$ cat config.mk
export PLATFORM = sky130hd
export DESIGN_NAME = sio_uart
export DESIGN_NICKNAME = d
export VERILOG_FILES = /design/src/rtl/sio_pkg.sv /design/src/rtl/sio_tx.sv /design/src/rtl/sio_rx.sv /design/src/rtl/sio_uart.sv
export SDC_FILE = /design/constraint.sdc
export NUM_CORES = 1
export LEC_CHECK = 0
export ABC_CLOCK_PERIOD_IN_PS = 2500
export BUFFER_PORTS_ARGS = -buffer_cell sky130_fd_sc_hd__buf_4
export CORE_MARGIN = 8
export CORE_UTILIZATION = 45
export CTS_BUF_LIST = sky130_fd_sc_hd__clkbuf_8
export DETAILED_ROUTE_END_ITERATION = 8
export GPL_TIMING_DRIVEN = 0
export HOLD_SLACK_MARGIN = 0.12
export PLACE_DENSITY_LB_ADDON = 0.15
export SLEW_MARGIN = 10
export SYNTH_ARGS = -nofsm -noshare
export SYNTH_HDL_FRONTEND = slang
export SYNTH_SLANG_ARGS = --single-unit
$ cat constraint.sdc
create_clock -name clk -period 2.5 [get_ports clk]
set_input_delay 0.375 -clock clk [delete_from_list [all_inputs] [get_ports clk]]
set_output_delay 0.375 -clock clk [all_outputs]
set_load 0.02 [all_outputs]
$ cat src/rtl/sio_pkg.sv
`timescale 1ns/1ps
package sio_pkg;
    localparam int BUS_W = 16;

    // register addresses
    localparam logic [1:0] ADR_TXD  = 2'd0;
    localparam logic [1:0] ADR_RXD  = 2'd1;
    localparam logic [1:0] ADR_STAT = 2'd2;
    localparam logic [1:0] ADR_CTRL = 2'd3;

    // status bit positions
    localparam int ST_TIE  = 8;
    localparam int ST_RIE  = 9;
    localparam int ST_MSB  = 10;
    localparam int ST_TDRE = 11;
    localparam int ST_RDRF = 12;
    localparam int ST_FRE  = 13;
    localparam int ST_ORE  = 14;
    localparam int ST_PE   = 15;

    // control bit positions
    localparam int CT_PEN  = 0;
    localparam int CT_PODD = 1;
    localparam int CT_ECLR = 10;

    typedef enum logic [2:0] {
        RX_IDLE  = 3'd0,
        RX_START = 3'd1,
        RX_DATA  = 3'd2,
        RX_PAR   = 3'd3,
        RX_STOP  = 3'd4
    } rx_state_e;
endpackage

$ cat src/rtl/sio_tx.sv
`timescale 1ns/1ps
module sio_tx #(
    parameter int DW  = 8,
    parameter int OVS = 16
) (
    input  logic          clk,
    input  logic          rst_n,
    input  logic          tick,
    input  logic          load,
    input  logic [DW-1:0] data,
    input  logic          msb_first,
    input  logic          par_en,
    input  logic          par_odd,
    output logic          busy,
    output logic          txd
);
    localparam int CW = $clog2(OVS);
    localparam int FW = DW + 3;
    localparam int BW = $clog2(FW + 1);

    typedef struct packed {
        logic          busy;
        logic [CW-1:0] cnt;
        logic [BW-1:0] idx;
        logic [BW-1:0] last;
        logic [FW-1:0] sh;
    } tx_regs_t;

    tx_regs_t q, d;
    logic [DW-1:0] rev;
    logic [DW-1:0] ordered;
    logic          par_bit;

    for (genvar i = 0; i < DW; i++) begin : g_rev
        assign rev[i] = data[DW-1-i];
    end

    assign ordered = msb_first ? rev : data;
    assign par_bit = (^data) ^ par_odd;

    always_comb begin
        d = q;
        if (!q.busy) begin
            if (load) begin
                d.busy = 1'b1;
                d.cnt  = '0;
                d.idx  = '0;
                d.sh   = {1'b1, (par_en ? par_bit : 1'b1), ordered, 1'b0};
                d.last = par_en ? BW'(DW + 2) : BW'(DW + 1);
            end
        end else if (tick) begin
            if (q.cnt == CW'(OVS - 1)) begin
                d.cnt = '0;
                d.sh  = {1'b1, q.sh[FW-1:1]};
                d.idx = q.idx + 1'b1;
                if (q.idx == q.last) d.busy = 1'b0;
            end else begin
                d.cnt = q.cnt + 1'b1;
            end
        end
    end

    always_ff @(posedge clk or negedge rst_n) begin
        if (!rst_n) q <= '0;
        else        q <= d;
    end

    assign busy = q.busy;
    assign txd  = q.busy ? q.sh[0] : 1'b1;

    AST_TX_START_LOW: assert property (@(posedge clk) disable iff (!rst_n)
        $rose(q.busy) |-> !txd);
    AST_TX_BIT_HOLD: assert property (@(posedge clk) disable iff (!rst_n)
        (q.busy && !tick) |=> $stable(txd));
endmodule

$ cat src/rtl/sio_rx.sv
`timescale 1ns/1ps
module sio_rx
    import sio_pkg::*;
#(
    parameter int DW  = 8,
    parameter int OVS = 16
) (
    input  logic          clk,
    input  logic          rst_n,
    input  logic          tick,
    input  logic          rxd,
    input  logic          msb_first,
    input  logic          par_en,
    input  logic          par_odd,
    output logic          done,
    output logic [DW-1:0] data,
    output logic          perr,
    output logic          ferr
);
    localparam int CW   = $clog2(OVS);
    localparam int IW   = $clog2(DW);
    localparam int HALF = OVS / 2;

    typedef struct packed {
        logic          s1;
        logic          s2;
        logic          prev;
        rx_state_e     state;
        logic [CW-1:0] cnt;
        logic [IW-1:0] idx;
        logic [DW-1:0] sh;
        logic          perr;
    } rx_regs_t;

    rx_regs_t q, d;
    logic     line;
    logic     bit_end;

    assign line    = q.s2;
    assign bit_end = tick && (q.cnt == CW'(OVS - 1));

    always_comb begin
        d      = q;
        d.s1   = rxd;
        d.s2   = q.s1;
        d.prev = q.s2;
        if (tick && !bit_end) d.cnt = q.cnt + 1'b1;
        case (q.state)
            RX_IDLE: begin
                d.cnt = '0;
                if (q.prev && !line) d.state = RX_START;
            end
            RX_START: begin
                if (tick && q.cnt == CW'(HALF - 1)) begin
                    d.cnt = '0;
                    if (!line) begin
                        d.state = RX_DATA;
                        d.idx   = '0;
                        d.perr  = 1'b0;
                    end else begin
                        d.state = RX_IDLE;
                    end
                end
            end
            RX_DATA: begin
                if (bit_end) begin
                    d.cnt = '0;
                    d.sh  = msb_first ? {q.sh[DW-2:0], line} : {line, q.sh[DW-1:1]};
                    d.idx = q.idx + 1'b1;
                    if (q.idx == IW'(DW - 1)) d.state = par_en ? RX_PAR : RX_STOP;
                end
            end
            RX_PAR: begin
                if (bit_end) begin
                    d.cnt   = '0;
                    d.perr  = (^q.sh) ^ line ^ par_odd;
                    d.state = RX_STOP;
                end
            end
            RX_STOP: begin
                if (bit_end) begin
                    d.cnt   = '0;
                    d.state = RX_IDLE;
                end
            end
            default: d.state = RX_IDLE;
        endcase
    end

    always_ff @(posedge clk or negedge rst_n) begin
        if (!rst_n) begin
            q      <= '0;
            q.s1   <= 1'b1;
            q.s2   <= 1'b1;
            q.prev <= 1'b1;
        end else begin
            q <= d;
        end
    end

    assign done = (q.state == RX_STOP) && bit_end;
    assign data = q.sh;
    assign perr = q.perr;
    assign ferr = !line;

    AST_RX_FALSE_START: assert property (@(posedge clk) disable iff (!rst_n)
        (q.state == RX_START && tick && q.cnt == CW'(HALF - 1) && line) |=> (q.state == RX_IDLE));
    AST_RX_DONE_SINGLE: assert property (@(posedge clk) disable iff (!rst_n)
        done |=> !done);
endmodule

$ cat src/rtl/sio_uart.sv
`timescale 1ns/1ps
module sio_uart
    import sio_pkg::*;
#(
    parameter int DW  = 8,
    parameter int OVS = 16
) (
    input  logic             clk,
    input  logic             rst_n,
    input  logic             baud_tick,
    input  logic [1:0]       bus_addr,
    input  logic             bus_wr,
    input  logic             bus_rd,
    input  logic [BUS_W-1:0] bus_wdata,
    output logic [BUS_W-1:0] bus_rdata,
    input  logic             rxd,
    output logic             txd,
    output logic             irq_tx,
    output logic             irq_rx
);
    typedef struct packed {
        logic          tie;
        logic          rie;
        logic          msb;
        logic          tdre;
        logic          rdrf;
        logic          fre;
        logic          ore;
        logic          pe;
        logic          pen;
        logic          podd;
        logic [DW-1:0] hold;
        logic [DW-1:0] rbuf;
    } top_regs_t;

    top_regs_t q, d;
    logic wr_tx, wr_st, wr_ct, rd_rx;
    logic discard, tx_load, tx_busy;
    logic rx_done, rx_perr, rx_ferr;
    logic [DW-1:0] rx_data;
    logic unused_wdata;

    assign unused_wdata = ^bus_wdata[BUS_W-1:ST_TDRE];

    assign wr_tx   = bus_wr && (bus_addr == ADR_TXD);
    assign wr_st   = bus_wr && (bus_addr == ADR_STAT);
    assign wr_ct   = bus_wr && (bus_addr == ADR_CTRL);
    assign rd_rx   = bus_rd && (bus_addr == ADR_RXD);
    assign discard = wr_st && (bus_wdata[ST_MSB] != q.msb) && !q.tdre;
    assign tx_load = !q.tdre && !tx_busy && !discard;

    sio_tx #(.DW(DW), .OVS(OVS)) u_tx (
        .clk       (clk),
        .rst_n     (rst_n),
        .tick      (baud_tick),
        .load      (tx_load),
        .data      (q.hold),
        .msb_first (q.msb),
        .par_en    (q.pen),
        .par_odd   (q.podd),
        .busy      (tx_busy),
        .txd       (txd)
    );

    sio_rx #(.DW(DW), .OVS(OVS)) u_rx (
        .clk       (clk),
        .rst_n     (rst_n),
        .tick      (baud_tick),
        .rxd       (rxd),
        .msb_first (q.msb),
        .par_en    (q.pen),
        .par_odd   (q.podd),
        .done      (rx_done),
        .data      (rx_data),
        .perr      (rx_perr),
        .ferr      (rx_ferr)
    );

    always_comb begin
        d = q;
        if (tx_load || discard) d.tdre = 1'b1;
        if (wr_tx) begin
            d.hold = bus_wdata[DW-1:0];
            d.tdre = 1'b0;
        end
        if (wr_st) begin
            d.tie = bus_wdata[ST_TIE];
            d.rie = bus_wdata[ST_RIE];
            d.msb = bus_wdata[ST_MSB];
        end
        if (wr_ct) begin
            d.pen  = bus_wdata[CT_PEN];
            d.podd = bus_wdata[CT_PODD];
            if (!bus_wdata[CT_ECLR]) begin
                d.fre = 1'b0;
                d.ore = 1'b0;
                d.pe  = 1'b0;
            end
        end
        if (rd_rx) d.rdrf = 1'b0;
        if (rx_done) begin
            if (q.rdrf && !rd_rx) begin
                d.ore = 1'b1;
            end else begin
                d.rbuf = rx_data;
                d.rdrf = 1'b1;
                if (rx_ferr) d.fre = 1'b1;
                if (rx_perr) d.pe  = 1'b1;
            end
        end
    end

    always_ff @(posedge clk or negedge rst_n) begin
        if (!rst_n) begin
            q      <= '0;
            q.tdre <= 1'b1;
        end else begin
            q <= d;
        end
    end

    always_comb begin
        bus_rdata = '0;
        case (bus_addr)
            ADR_TXD:  bus_rdata[DW-1:0] = q.hold;
            ADR_RXD:  bus_rdata[DW-1:0] = q.rbuf;
            ADR_STAT: bus_rdata[BUS_W-1:ST_TIE] =
                {q.pe, q.ore, q.fre, q.rdrf, q.tdre, q.msb, q.rie, q.tie};
            default: begin
                bus_rdata[CT_PEN]  = q.pen;
                bus_rdata[CT_PODD] = q.podd;
                bus_rdata[CT_ECLR] = 1'b1;
            end
        endcase
    end

    assign irq_tx = q.tie & q.tdre;
    assign irq_rx = q.rie & (q.rdrf | q.fre | q.ore | q.pe);

    AST_TDRE_ON_WRITE: assert property (@(posedge clk) disable iff (!rst_n)
        wr_tx |=> !q.tdre);
    AST_DISCARD_EMPTY: assert property (@(posedge clk) disable iff (!rst_n)
        discard |=> (q.tdre && !$rose(tx_busy)));
    AST_FRE_STICKY: assert property (@(posedge clk) disable iff (!rst_n)
        (q.fre && !(wr_ct && !bus_wdata[CT_ECLR])) |=> q.fre);
    AST_OVR_KEEP: assert property (@(posedge clk) disable iff (!rst_n)
        (rx_done && q.rdrf && !rd_rx) |=> (q.ore && $stable(q.rbuf)));
    AST_RD_COLLIDE: assert property (@(posedge clk) disable iff (!rst_n)
        (rx_done && rd_rx) |=> (q.rdrf && !$rose(q.ore)));
    AST_RX_IRQ_ERR: assert property (@(posedge clk) disable iff (!rst_n)
        (q.rie && (q.fre || q.ore || q.pe)) |-> irq_rx);
endmodule

==> results <==
- The run finished with clean final reports.
- The number of setup violations in the final report is 0.
- The final sum of negative setup slack is 0 ps.
- In this run switching power makes up 34.2% of total power.
- After global routing the overflow that remains totals 0.
- Dividing total power by cell area gives a power density of 857 nW/um^2.
- The share of the core filled with cells in the final layout is 53.8%.
- The worst setup path is launched from a flip-flop.
- At the worst endpoint, the required time is 2120 ps.
- The final-report max-slew violation count is 0.
- The most numerous cell in the Yosys netlist is sky130_fd_sc_hd__dfrtp_1.
- The transition time at the pin with the least slew margin is 915 ps.
- The initialized floorplan defines 33 standard-cell rows.
- The Yosys step of the flow raised 0 warnings.
- In this run the horizontal extent of the chip is 108 um.
- After the last flow step, the layout net total stands at 432.
- The hold violation count in the final report came to 0.
- Yosys mapped the design onto 52 distinct sky130hd cell types.
- The starting density of the core is 46.3%.
- The CTS sink count is 71.
- Measured in cells, the most critical reg-to-reg path has a length of 6.
- The largest net degree at the start of global routing is 72.
- The number of global-route vias before repair is 2762.
- The first-pass iteration count of the detailed router is 4.
- In this run the tightest slew margin relative to its limit is 39.0%.
- For the finished layout, the period the worst path requires is 2180 ps.
- The leakage dissipation is 0.00204 uW.
- Summed over all nets, the switching power comes to 1300 uW.
- Setup repair after global routing left no endpoint under its margin.
- Measured along the y axis, the die boundary spans 108 um.
- The CTS buffer count is 9.
- The clock power share is 25.8%.
- The achievable clock frequency is 458 MHz.
- The capturing point of the worst reg2reg path is u_rx.data[6]$_DFFE_PN0P_.
- By count the netlist is led by sky130_fd_sc_hd__dfrtp_1 (67), sky130_fd_sc_hd__mux2_2 (32), sky130_fd_sc_hd__nor2_1 (31), sky130_fd_sc_hd__mux2i_1 (29), sky130_fd_sc_hd__o21ai_0 (27).
- Synthesis inferred 71 register bits.
- The post-synthesis async set-or-reset flop share is 100%.
- TritonCTS built the clock tree.
- The global placer's final weighted congestion is 0.823.
- Of the available clock period, the critical path in the final layout requires 87.3%.
- The core region is 8220 um^2.
- Across the routed clock network, the largest skew measured is 12.8 ps.
- For the worst setup path, the data arrival time is 1810 ps.
- The count of nets left with antenna violations after detail routing is 0.
- The first global-routing pass estimated 13800 um of wire.
- STA classifies the critical path endpoint as an output pin.
- The cell area that synthesis handed to floorplanning was 3810 um^2.
- The part of the total power dissipated in combinational logic is 30.4%.
- Global routing used 14.9% of the available tracks.
- The maximum resistive drop on vdd is 407 uV.
- The synthesized netlist cell count is 355.
- In this run the worst setup path begins at q[23]$_DFFE_PN0N_.
- The worst-path maximum fanout is 10.
- After detailed routing, the number of vias per cell comes to 5.53.
- The category of the critical setup timing path is flip-flop to output pin.
- The initial antenna violation count was 0.
- The top-area cell type share of the netlist area is 44.0%.
- The antenna diode count is 0.
- The tightest min-delay check is of the input pin to async pin type.
- The largest area contributor in the synthesized netlist is sky130_fd_sc_hd__dfrtp_1.
- The worst reg-to-reg setup slack is 420 ps.
- Yosys mapped a number of flops with a built-in enable equal to 0.
- Ranked by total cell area, the synthesized netlist is headed by sky130_fd_sc_hd__dfrtp_1 (44%), sky130_fd_sc_hd__mux2_2 (9.5%), sky130_fd_sc_hd__mux2i_1 (7.6%).
- The cell sitting at the root of the clock tree is a sky130_fd_sc_hd__clkbuf_8.
- After detailed placement, the design holds a cell count of 496.
- The setup slack of the critical path after layout is 317 ps.
- The final layout contains routed wiring with a total length of 8400 um.
- The maximum number of buffers from clock root to sink is 2.
- The die covers 11700 um^2.
- The half-perimeter wire length of the detailed placement result is 5890 um.
- At the placement stage, the worst setup path has a slack of 477 ps.
- The startpoint of the worst register-to-register path is u_rx.q[12]$_DFF_PN0_.
- The internal power is 2500 uW.
- Clock-pin slew was measured on the worst setup and hold paths at 80 ps.
- In the final routed layout, each cell accounts on average for 16.4 um.
- The maximum level of the CTS H-tree is 3.
- A synthesized cell averages 10.7 um^2.
- The number of cells in the finished layout apart from fillers is 513.
- Sequential cells were found to cover 46.8% of the synthesized design area.
- At the later pin of the worst-skew pair, clock insertion delay measures 350 ps.
- Gates resized during post-CTS repair numbered 0.
- Per report_power, the sequential group accounts for 43.8% of the total.
- The layout cell share with drive strength beyond 1 is 25.2%.
- Across the run, the number of max-cap violations was 0.
- The DRC violation total after the first TritonRoute iteration is 124.
- The number of remaining DRC errors is 0.
- Buffers placed on the I/O ports in this run total 36.
- Synthesis produced a netlist with a net count of 384.
- The commonest register cell after synthesis is sky130_fd_sc_hd__dfrtp_1.
- The top-level I/O count is 43.
- The growth of design area from synthesis to finish is 16.2%.
- For this block, the via count after detailed routing is 2839.
metrics by stage:
| stage | hold WS [ps] | cell area [um^2] | power (uW) |
|---|---|---|---|
| 6_report | 132 | 4420 | 3790 |
| 2_1_floorplan | 79.4 | 3810 | 2500 |
| 3_5_place_dp | 348 | 4210 | 2830 |
| 4_1_cts | 185 | 4420 | 3820 |
| 3_3_place_gp | 346 | 4210 | 2790 |
| 5_1_grt | 227 | 4420 | 4020 |
worst max path at each step:
| stage | slack (ps) | end | cells after the start |
|---|---|---|---|
| after floorplan | 640 | bus_rdata[0] | 4 |
| after CTS | 300 | bus_rdata[10] | 4 |
| after global routing | 220 | bus_rdata[10] | 4 |
| after global placement | 490 | u_rx.data[7]$_DFFE_PN0P_ | 6 |
| after detailed placement | 480 | u_rx.data[7]$_DFFE_PN0P_ | 6 |
| final | 320 | bus_rdata[10] | 4 |
flip-flops by register name, indices dropped and copies added, names as in the netlist:
name and flops:
u_rx.data 8, u_rx.line 1, u_tx.busy 1, q 26
u_tx.q 22, u_rx.perr 1, u_rx.q 11, u_rx.d 1
logic make-up after synthesis:
kind of cell	synth area share, %
AOI/OAI and AO/OA	12.8
xor gates and xnor gates	6.24
buffers and inverters	2.53
and+or+nand+nor	12.9
muxes	17.1
adders and majority gates	1.64
DFF	46.8
critical path: stages, from the launching register on:
cell and delay [ps]:
sky130_fd_sc_hd__dfrtp_1 320, sky130_fd_sc_hd__buf_2 230, sky130_fd_sc_hd__buf_1 570, sky130_fd_sc_hd__o21a_1 200
sky130_fd_sc_hd__buf_4 140
layout make-up:
type	count	area, um^2
flip-flops and latches	71	1780
repair buffers	37	280
multi-input cells	262	1930
fillers	754	3790
clock buffers	9	124
clock inverters	7	81.3
inverters	2	7.51
plain buffers	20	88.8
well taps	105	131
routing by layer:
metal  up-vias  GRT usage [%]  wire length [um]
li1       1387              -                 -
met1      1371           20.9              4190
met2        69           21.1              3620
met3        12           3.27               444
met4         0           7.63               143
met5         -              0                 0
layout by cell type (no fill, tap or decap), drive strengths merged, types with 3 or more instances in the layout:
master,netlist,routed
dfrtp,67,67
buf,7,43
mux2,32,32
nor2,31,31
mux2i,29,29
o21ai,27,27
clkbuf,13,22
a21oi,17,17
nand2,17,17
xnor2,13,13
nand3,12,12
o22ai,11,11
xor2,9,9
and2,8,8
nand4,6,6
inv,2,5
ha,5,5
nor3,5,5
dfstp,4,4
a211oi,3,3
timing repair:
item,CTS,global route
hold endpoints to repair,1,0
buffers inserted,0,0
hold buffers,1,0
power groups by stage:
stage	registers, uW	logic (uW)	clock network, uW
4_1_cts	1660	1160	1000
3_5_place_dp	1680	1150	0
6_report	1660	1150	980
5_1_grt	1710	1280	1040
2_1_floorplan	1600	898	0
3_3_place_gp	1670	1120	0
(Power assumes the default switching activity.)
